### src/rtl/fwm_pkg.sv
package fwm_pkg;

    localparam int DATA_W       = 8;
    localparam int STAT_W       = 32;
    localparam int THR_W        = 8;
    localparam int CTRL_W       = 17;
    localparam int CTRL_RST_BIT = 16;

    // status bit positions (software decodes these)
    localparam int B_NACK   = 25;
    localparam int B_SACK   = 13;
    localparam int B_DONE   = 12;
    localparam int B_ARB    = 11;
    localparam int B_FULL   = 4;
    localparam int B_EMPTY  = 3;
    localparam int B_HIGH   = 2;
    localparam int B_BUSERR = 0;

    localparam logic [STAT_W-1:0] STAT_IMPL =
        (STAT_W'(1) << B_NACK) | (STAT_W'(1) << B_SACK) |
        (STAT_W'(1) << B_DONE) | (STAT_W'(1) << B_ARB)  |
        (STAT_W'(1) << B_FULL) | (STAT_W'(1) << B_EMPTY) |
        (STAT_W'(1) << B_HIGH) | (STAT_W'(1) << B_BUSERR);

    typedef enum logic {
        SRC_TX = 1'b0,
        SRC_RX = 1'b1
    } src_sel_e;

    typedef struct packed {
        logic [THR_W-1:0] hi;
        logic [THR_W-1:0] lo;
    } thr_cfg_t;

    typedef struct packed {
        logic nack;
        logic sack;
        logic done;
        logic arb;
        logic full;
        logic empty;
        logic high;
        logic buserr;
    } cond_t;

    function automatic logic [STAT_W-1:0] cond_to_vec(cond_t c);
        logic [STAT_W-1:0] v;
        v = '0;
        v[B_NACK]   = c.nack;
        v[B_SACK]   = c.sack;
        v[B_DONE]   = c.done;
        v[B_ARB]    = c.arb;
        v[B_FULL]   = c.full;
        v[B_EMPTY]  = c.empty;
        v[B_HIGH]   = c.high;
        v[B_BUSERR] = c.buserr;
        return v;
    endfunction

endpackage

### src/rtl/byte_fifo.sv
// Circular byte store; DEPTH must be a power of two so pointers wrap.
module byte_fifo #(
    parameter int DEPTH  = 128,
    parameter int DATA_W = 8,
    localparam int PTR_W = $clog2(DEPTH),
    localparam int CNT_W = $clog2(DEPTH + 1)
) (
    input  logic              clk,
    input  logic              rst,
    input  logic              flush,
    input  logic              push,
    input  logic [DATA_W-1:0] wdata,
    input  logic              pop,
    output logic [DATA_W-1:0] rdata,
    output logic [CNT_W-1:0]  level
);

    logic [DATA_W-1:0] mem [DEPTH];
    logic [PTR_W-1:0]  wp, rp;
    logic [CNT_W-1:0]  cnt;
    logic              is_full, is_empty, do_push, do_pop;

    assign is_full  = (cnt == CNT_W'(DEPTH));
    assign is_empty = (cnt == '0);
    assign do_push  = push & ~is_full & ~flush;
    assign do_pop   = pop & ~is_empty & ~flush;

    always_ff @(posedge clk) begin
        if (rst || flush) begin
            wp  <= '0;
            rp  <= '0;
            cnt <= '0;
        end else begin
            if (do_push) wp <= wp + PTR_W'(1);
            if (do_pop)  rp <= rp + PTR_W'(1);
            cnt <= cnt + CNT_W'(do_push) - CNT_W'(do_pop);
        end
    end

    always_ff @(posedge clk) begin
        if (do_push) mem[wp] <= wdata;
    end

    assign rdata = mem[rp];
    assign level = cnt;


    level_bound_chk: assert property (@(posedge clk) disable iff (rst)
        cnt <= CNT_W'(DEPTH));


    no_overflow_chk: assert property (@(posedge clk) disable iff (rst)
        (is_full && push && !pop && !flush) |=> (cnt == CNT_W'(DEPTH)) && $stable(rp));


    no_underflow_chk: assert property (@(posedge clk) disable iff (rst)
        (is_empty && pop && !push && !flush) |=> (cnt == '0) && $stable(rp));

endmodule

### src/rtl/level_flags.sv
module level_flags #(
    parameter int DEPTH = 128,
    parameter int THR_W = 8,
    localparam int CNT_W = $clog2(DEPTH + 1)
) (
    input  logic [CNT_W-1:0] level,
    input  logic [THR_W-1:0] hi_thr,
    output logic             full,
    output logic             empty,
    output logic             high
);

    assign full  = (level == CNT_W'(DEPTH));
    assign empty = (level == '0);
    assign high  = (int'(level) >= int'(hi_thr));

endmodule

### src/rtl/irq_stat.sv
module irq_stat #(
    parameter int W = 32,
    parameter logic [W-1:0] IMPL = '1
) (
    input  logic         clk,
    input  logic         rst,
    input  logic [W-1:0] cond,
    input  logic         clr_wr,
    input  logic [W-1:0] clr_mask,
    input  logic         en_wr,
    input  logic [W-1:0] en_data,
    output logic [W-1:0] status,
    output logic         irq
);

    logic [W-1:0] cond_q, en_q, rise, clr_eff;

    assign rise    = cond & ~cond_q & IMPL;
    assign clr_eff = clr_wr ? clr_mask : '0;

    always_ff @(posedge clk) begin
        if (rst) begin
            cond_q <= '0;
            status <= '0;
            en_q   <= '0;
        end else begin
            cond_q <= cond;
            status <= ((status & ~clr_eff) | rise) & IMPL;
            if (en_wr) en_q <= en_data & IMPL;
        end
    end

    assign irq = |(status & en_q);


    set_wins_chk: assert property (@(posedge clk) disable iff (rst)
        (|rise) |=> ((status & $past(rise)) == $past(rise)));


    w1c_clear_chk: assert property (@(posedge clk) disable iff (rst)
        clr_wr |=> ((status & $past(clr_mask & ~rise)) == '0));

endmodule

### src/rtl/fifo_wmark_irq.sv
module fifo_wmark_irq
    import fwm_pkg::*;
#(
    parameter int DEPTH = 128,
    localparam int CNT_W = $clog2(DEPTH + 1)
) (
    input  logic              clk,
    input  logic              rst,
    input  logic              rd_mode,
    input  logic              tx_push,
    input  logic [DATA_W-1:0] tx_wdata,
    input  logic              tx_pop,
    output logic [DATA_W-1:0] tx_rdata,
    input  logic              rx_push,
    input  logic [DATA_W-1:0] rx_wdata,
    input  logic              rx_pop,
    output logic [DATA_W-1:0] rx_rdata,
    input  logic              ctl_wr,
    input  logic [CTRL_W-1:0] ctl_wdata,
    output logic [2*THR_W-1:0] ctl_thr,
    output logic [CNT_W-1:0]  fifo_level,
    input  logic              eng_nack,
    input  logic              eng_sack,
    input  logic              eng_done,
    input  logic              eng_arb,
    input  logic              eng_buserr,
    input  logic              ien_wr,
    input  logic [STAT_W-1:0] ien_wdata,
    input  logic              ist_clr,
    input  logic [STAT_W-1:0] ist_clr_data,
    output logic [STAT_W-1:0] int_status,
    output logic              irq
);

    localparam int NFIFO = 2;

    thr_cfg_t          thr_q;
    logic              flush;
    logic [NFIFO-1:0]  f_push, f_pop;
    logic [DATA_W-1:0] f_wdata [NFIFO];
    logic [DATA_W-1:0] f_rdata [NFIFO];
    logic [CNT_W-1:0]  f_level [NFIFO];
    src_sel_e          sel;
    cond_t             cond;
    logic              lv_full, lv_empty, lv_high;

    // control register: watermarks and FIFO reset strobe
    assign flush = ctl_wr & ctl_wdata[CTRL_RST_BIT];

    always_ff @(posedge clk) begin
        if (rst) begin
            thr_q.hi <= THR_W'(DEPTH);
            thr_q.lo <= '0;
        end else if (ctl_wr) begin
            thr_q <= ctl_wdata[2*THR_W-1:0];
        end
    end

    assign ctl_thr = thr_q;

    // FIFO pair
    assign f_push     = {rx_push, tx_push};
    assign f_pop      = {rx_pop, tx_pop};
    assign f_wdata[0] = tx_wdata;
    assign f_wdata[1] = rx_wdata;

    for (genvar g = 0; g < NFIFO; g++) begin : g_fifo
        byte_fifo #(
            .DEPTH (DEPTH),
            .DATA_W(DATA_W)
        ) u_fifo (
            .clk  (clk),
            .rst  (rst),
            .flush(flush),
            .push (f_push[g]),
            .wdata(f_wdata[g]),
            .pop  (f_pop[g]),
            .rdata(f_rdata[g]),
            .level(f_level[g])
        );
    end

    assign tx_rdata = f_rdata[0];
    assign rx_rdata = f_rdata[1];

    // direction select for level and level events
    assign sel        = src_sel_e'(rd_mode);
    assign fifo_level = (sel == SRC_RX) ? f_level[1] : f_level[0];

    level_flags #(
        .DEPTH(DEPTH),
        .THR_W(THR_W)
    ) u_flags (
        .level (fifo_level),
        .hi_thr(thr_q.hi),
        .full  (lv_full),
        .empty (lv_empty),
        .high  (lv_high)
    );

    always_comb begin
        cond.nack   = eng_nack;
        cond.sack   = eng_sack;
        cond.done   = eng_done;
        cond.arb    = eng_arb;
        cond.full   = lv_full;
        cond.empty  = lv_empty;
        cond.high   = lv_high;
        cond.buserr = eng_buserr;
    end

    irq_stat #(
        .W   (STAT_W),
        .IMPL(STAT_IMPL)
    ) u_stat (
        .clk     (clk),
        .rst     (rst),
        .cond    (cond_to_vec(cond)),
        .clr_wr  (ist_clr),
        .clr_mask(ist_clr_data),
        .en_wr   (ien_wr),
        .en_data (ien_wdata),
        .status  (int_status),
        .irq     (irq)
    );


    flush_empties_chk: assert property (@(posedge clk) disable iff (rst)
        flush |=> (fifo_level == '0));


    thr_load_chk: assert property (@(posedge clk) disable iff (rst)
        ctl_wr |=> (ctl_thr == $past(ctl_wdata[2*THR_W-1:0])));

endmodule

### config.mk
export PLATFORM = sky130hd
export DESIGN_NAME = fifo_wmark_irq
export DESIGN_NICKNAME = d
export VERILOG_FILES = /design/src/rtl/fwm_pkg.sv /design/src/rtl/byte_fifo.sv /design/src/rtl/level_flags.sv /design/src/rtl/irq_stat.sv /design/src/rtl/fifo_wmark_irq.sv
export SDC_FILE = /design/constraint.sdc
export NUM_CORES = 2
export LEC_CHECK = 0
export ABC_AREA = 0
export BUFFER_PORTS_ARGS = -buffer_cell sky130_fd_sc_hd__buf_2
export CAP_MARGIN = 10
export CORE_MARGIN = 2
export CORE_UTILIZATION = 30
export CTS_CLUSTER_SIZE = 40
export DETAILED_ROUTE_END_ITERATION = 8
export MAX_ROUTING_LAYER = met4
export PLACE_DENSITY_LB_ADDON = 0.3
export SKIP_LAST_GASP = 1
export SLEW_MARGIN = 20
export SYNTH_ARGS = -nofsm -noshare
export SYNTH_HDL_FRONTEND = slang
export SYNTH_SLANG_ARGS = --single-unit
export TNS_END_PERCENT = 20
### constraint.sdc
create_clock -name clk -period 7.4 [get_ports clk]
set_input_delay 1.11 -clock clk [delete_from_list [all_inputs] [get_ports clk]]
set_output_delay 1.11 -clock clk [all_outputs]
set_load 0.05 [all_outputs]
==> impl_results.md <==
- Outcome: complete, no violations
- Setup_tns: 0 ns
- Fillers: 26255
- Clk buf depth: 4
- Vias in the first global route: 41626
- Simple-gate area share of the yosys netlist: 3.020%
- Largest family of logic cells by synthesized area: multiplexers
- First-pass GRT wire length: 286700 µm
- Largest net degree at the start of global routing: 116
- Via count: 40412
- Critical path type: reg2out
- Cell taking the most area after synthesis: edfxtp_1
- Synth area leaders: edfxtp_1 73%, mux4_2 10%, dfxtp_1 2.3%
- Post-Layout Inst Area: 0.09570 mm²
- Clock slew at reported path FFs: 0.06 ns
- Maximum vdd drop: 0.2206 mV
- Detail Placement HPWL: 116500 µm
- Num Clock Sinks: 2146
- Clock Skew: 0.07495 ns
- Syn Area/Cell: 19.69 µm²
- RSZ-0062 raised after global routing: no
- Worst skew pair latency: 0.90 ns
- YS warnings: 0
- Leakage: 0.02887 µW
- Predominant post-synthesis flop cell: edfxtp_1
- Global Route Usage Sum: 13.89%
- Worst R2R Path Depth: 7
- Cells after Synth: 4261
- Post-layout util: 34.34%
- 1st-pass router iterations: 5
- Core Area: 0.2787 mm²
- Worst hold path type: reg2reg
- Fin crit share: 79.51%
- Worst-Margin Slew: 1.084 ns
- Endpoints failing setup: 0
- H-tree depth: 4
- Pre-CTS WS: 2.397 ns
- Yosys top cell area share: 73.32%
- Critical path data required time: 6.29 ns
- CP arrival: 4.77 ns
- CTS tree: done
- Hold Path Depth: 1
- Layout cells sized above 1: 23.43%
- PwrDens: 280.7 mW/mm²
- Placer Congestion: 0.8036
- Layout Area Growth over Synthesis: 14.09%
- FMAX: 170.0 MHz
- Via/cell ratio: 4.841
- Final setup margin: 1.516 ns
- Slew HR: 27.71%
- Hold_buf cts: 0
- Crit path max fanout: 51
- DP Area: 0.08858 mm²
- Wire length per cell: 23.44 µm
- Initial DRC Count: 3422
- Residual DRC: 0
- Crit-path cells: buf_4 -> mux4_2 -> a221oi_1 -> o22ai_1 -> nor3_1 -> o221ai_1 -> buf_2
- Die height: 532.8 µm
- Compound-Gate Fraction of Synth Area: 4.599%
- Post-layout min period: 5.884 ns
- IO Port Bufs: 112
- IO Count: 185
- Die width: 532.8 µm
- Synthesized area: 0.08388 mm²
- Crit path capture type: primary output
- Final hold vios: 0
- Post-CTS sizing: 0
- Die area: 0.2839 mm²
- Antenna Nets Post-Route: 0
- Slowest cell on crit path: dfxtp_4
- Post-synth EDFFs: 2048
- Worst path max stage delay: 0.94 ns
- Setup crit start kind: register
- Most common cell in the netlist: edfxtp_1
- Row cnt: 194
- CTS Buf Count: 228
- Total global routing overflow: 0
- Initial antenna violation count: 5
- Maxcap violations: 0
- Slew Viols, Final: 0
- Layout Nets: 4597
- Fraction of registers with async set or reset after synthesis: 0%
- Setup Fix Bufs, Post-CTS: 0
- Unique cell type count in the Yosys netlist: 63
- CTS root buffer: clkbuf_16
- Final wirelength: 195700 µm
- Post-Synth XOR/XNOR Area: 0.3028%
- Synth Area in Adders: 0.5847%
- Finished Layout Cells: 8348
- Placed Instances: 7941
- Initial Utilization: 30.10%
- Sequential share of the synthesized area: 75.65%
- Synth top cells by count: 2048 x edfxtp_1, 371 x mux4_2, 371 x nor2_1
- Multiplexer area fraction after synthesis: 13.94%
- Seq cells post-synth: 2146
[where the power goes]
group	leakage [µW]	total (µW)	internal [µW]	switching (µW)
logic	0.00617	2460	967	1500
registers	0.0192	13500	13400	85.3
clock network	0.00348	10900	6290	4660
[per-stage QoR]
step | power, µW | hold slack, ns
finish | 26870 | 0.4295
global route | 27820 | 0.4008
CTS | 27180 | 0.3783
detailed placement | 16220 | 0.4140
global placement | 16200 | 0.4100
floorplan | 15450 | 0.3949
[layout make-up]
type	instances	area (µm²)	share of cell area, %
flip-flops and latches	2146	63480	66.33
multi-input cells	1838	18970	19.82
clock buffers	275	5948	6.216
well taps	3724	4659	4.869
repair buffers	193	1321	1.381
clock inverters	130	1170	1.222
inverters	40	150.1	0.1569
diodes	2	5.005	0.005230
[critical path, delay by kind of cell (launching register included)]
family,cells,cell delay (ns)
AOI/OAI and AO/OA,3,1.10
buffers and inverters,2,0.86
DFF,1,0.94
muxes,1,0.40
and+or+nand+nor,1,0.60
[cell usage in the layout, fill, tap and decap left out, types with 7 or more instances in the layout]
cell | synthesis | routed
a21oi_1 | 54 | 53
a221o_1 | 32 | 32
a221oi_2 | 29 | 29
a22o_1 | 32 | 32
a22oi_1 | 164 | 164
and2_1 | 8 | 8
and3_1 | 7 | 7
buf_12 | 10 | 9
buf_2 | 82 | 96
buf_4 | 33 | 88
bufinv_16 | 0 | 17
clkbuf_1 | 97 | 36
clkbuf_16 | 0 | 228
clkinv_1 | 0 | 52
clkinv_2 | 0 | 42
clkinvlp_4 | 0 | 9
conb_1 | 1 | 24
dfxtp_1 | 98 | 94
edfxtp_1 | 2048 | 2048
ha_1 | 36 | 36
inv_1 | 40 | 40
mux2_2 | 128 | 128
mux2i_1 | 155 | 155
mux4_1 | 13 | 13
mux4_2 | 371 | 371
nand2_1 | 68 | 62
nand2b_1 | 11 | 11
nand3_1 | 16 | 16
nand4_1 | 11 | 11
nor2_1 | 371 | 367
nor2b_1 | 35 | 29
nor3_1 | 9 | 9
nor3_2 | 14 | 14
o21ai_0 | 68 | 68
o21ai_1 | 10 | 10
o221ai_1 | 47 | 47
o22ai_1 | 50 | 50
xnor2_1 | 9 | 9
xor2_1 | 20 | 20
[kinds of logic after synthesis]
logic type	after synthesis
AOI/OAI and AO/OA	508
DFF	2146
other	1
buffers and inverters	300
xor gates and xnor gates	29
muxes	667
and+or+nand+nor	572
adders and majority gates	38
[per-layer routing]
layer / GRT usage (%) / vias to the layer above / routed length, µm
li1: - / 17783 / -
met1: 18.26 / 21234 / 84710
met2: 22.30 / 1080 / 95850
met3: 2.093 / 315 / 9930
met4: 4.064 / 0 / 5200
met5: - / - / 0
[state kept, by name, indices dropped and copies added, names as in the netlist, named ones only]
| signal | cells |
|---|---|
| ctl_thr | 16 |
| g_fifo.u_fifo.level | 16 |
| g_fifo.u_fifo.mem | 2048 |
| u_stat.en_q | 8 |
| g_fifo.u_fifo.rp | 14 |
| g_fifo.u_fifo.wp | 14 |
| u_stat.cond_q | 8 |
| u_stat.status | 8 |
[path summary, 6_finish.rpt]
| kind | from | to | slack, ns |
|---|---|---|---|
| worst max-delay path | register | rx_rdata[6] | 1.52 |
| worst min-delay path | u_stat.cond_q[2] | u_stat.status[2] | 0.43 |
| worst max register to register | g_fifo[1].u_fifo.level[2] | g_fifo[1].u_fifo.mem[47][1] | 3.34 |
| worst min register to register | u_stat.cond_q[2] | u_stat.status[2] | 0.43 |
Power figures use the tool's default switching activity.
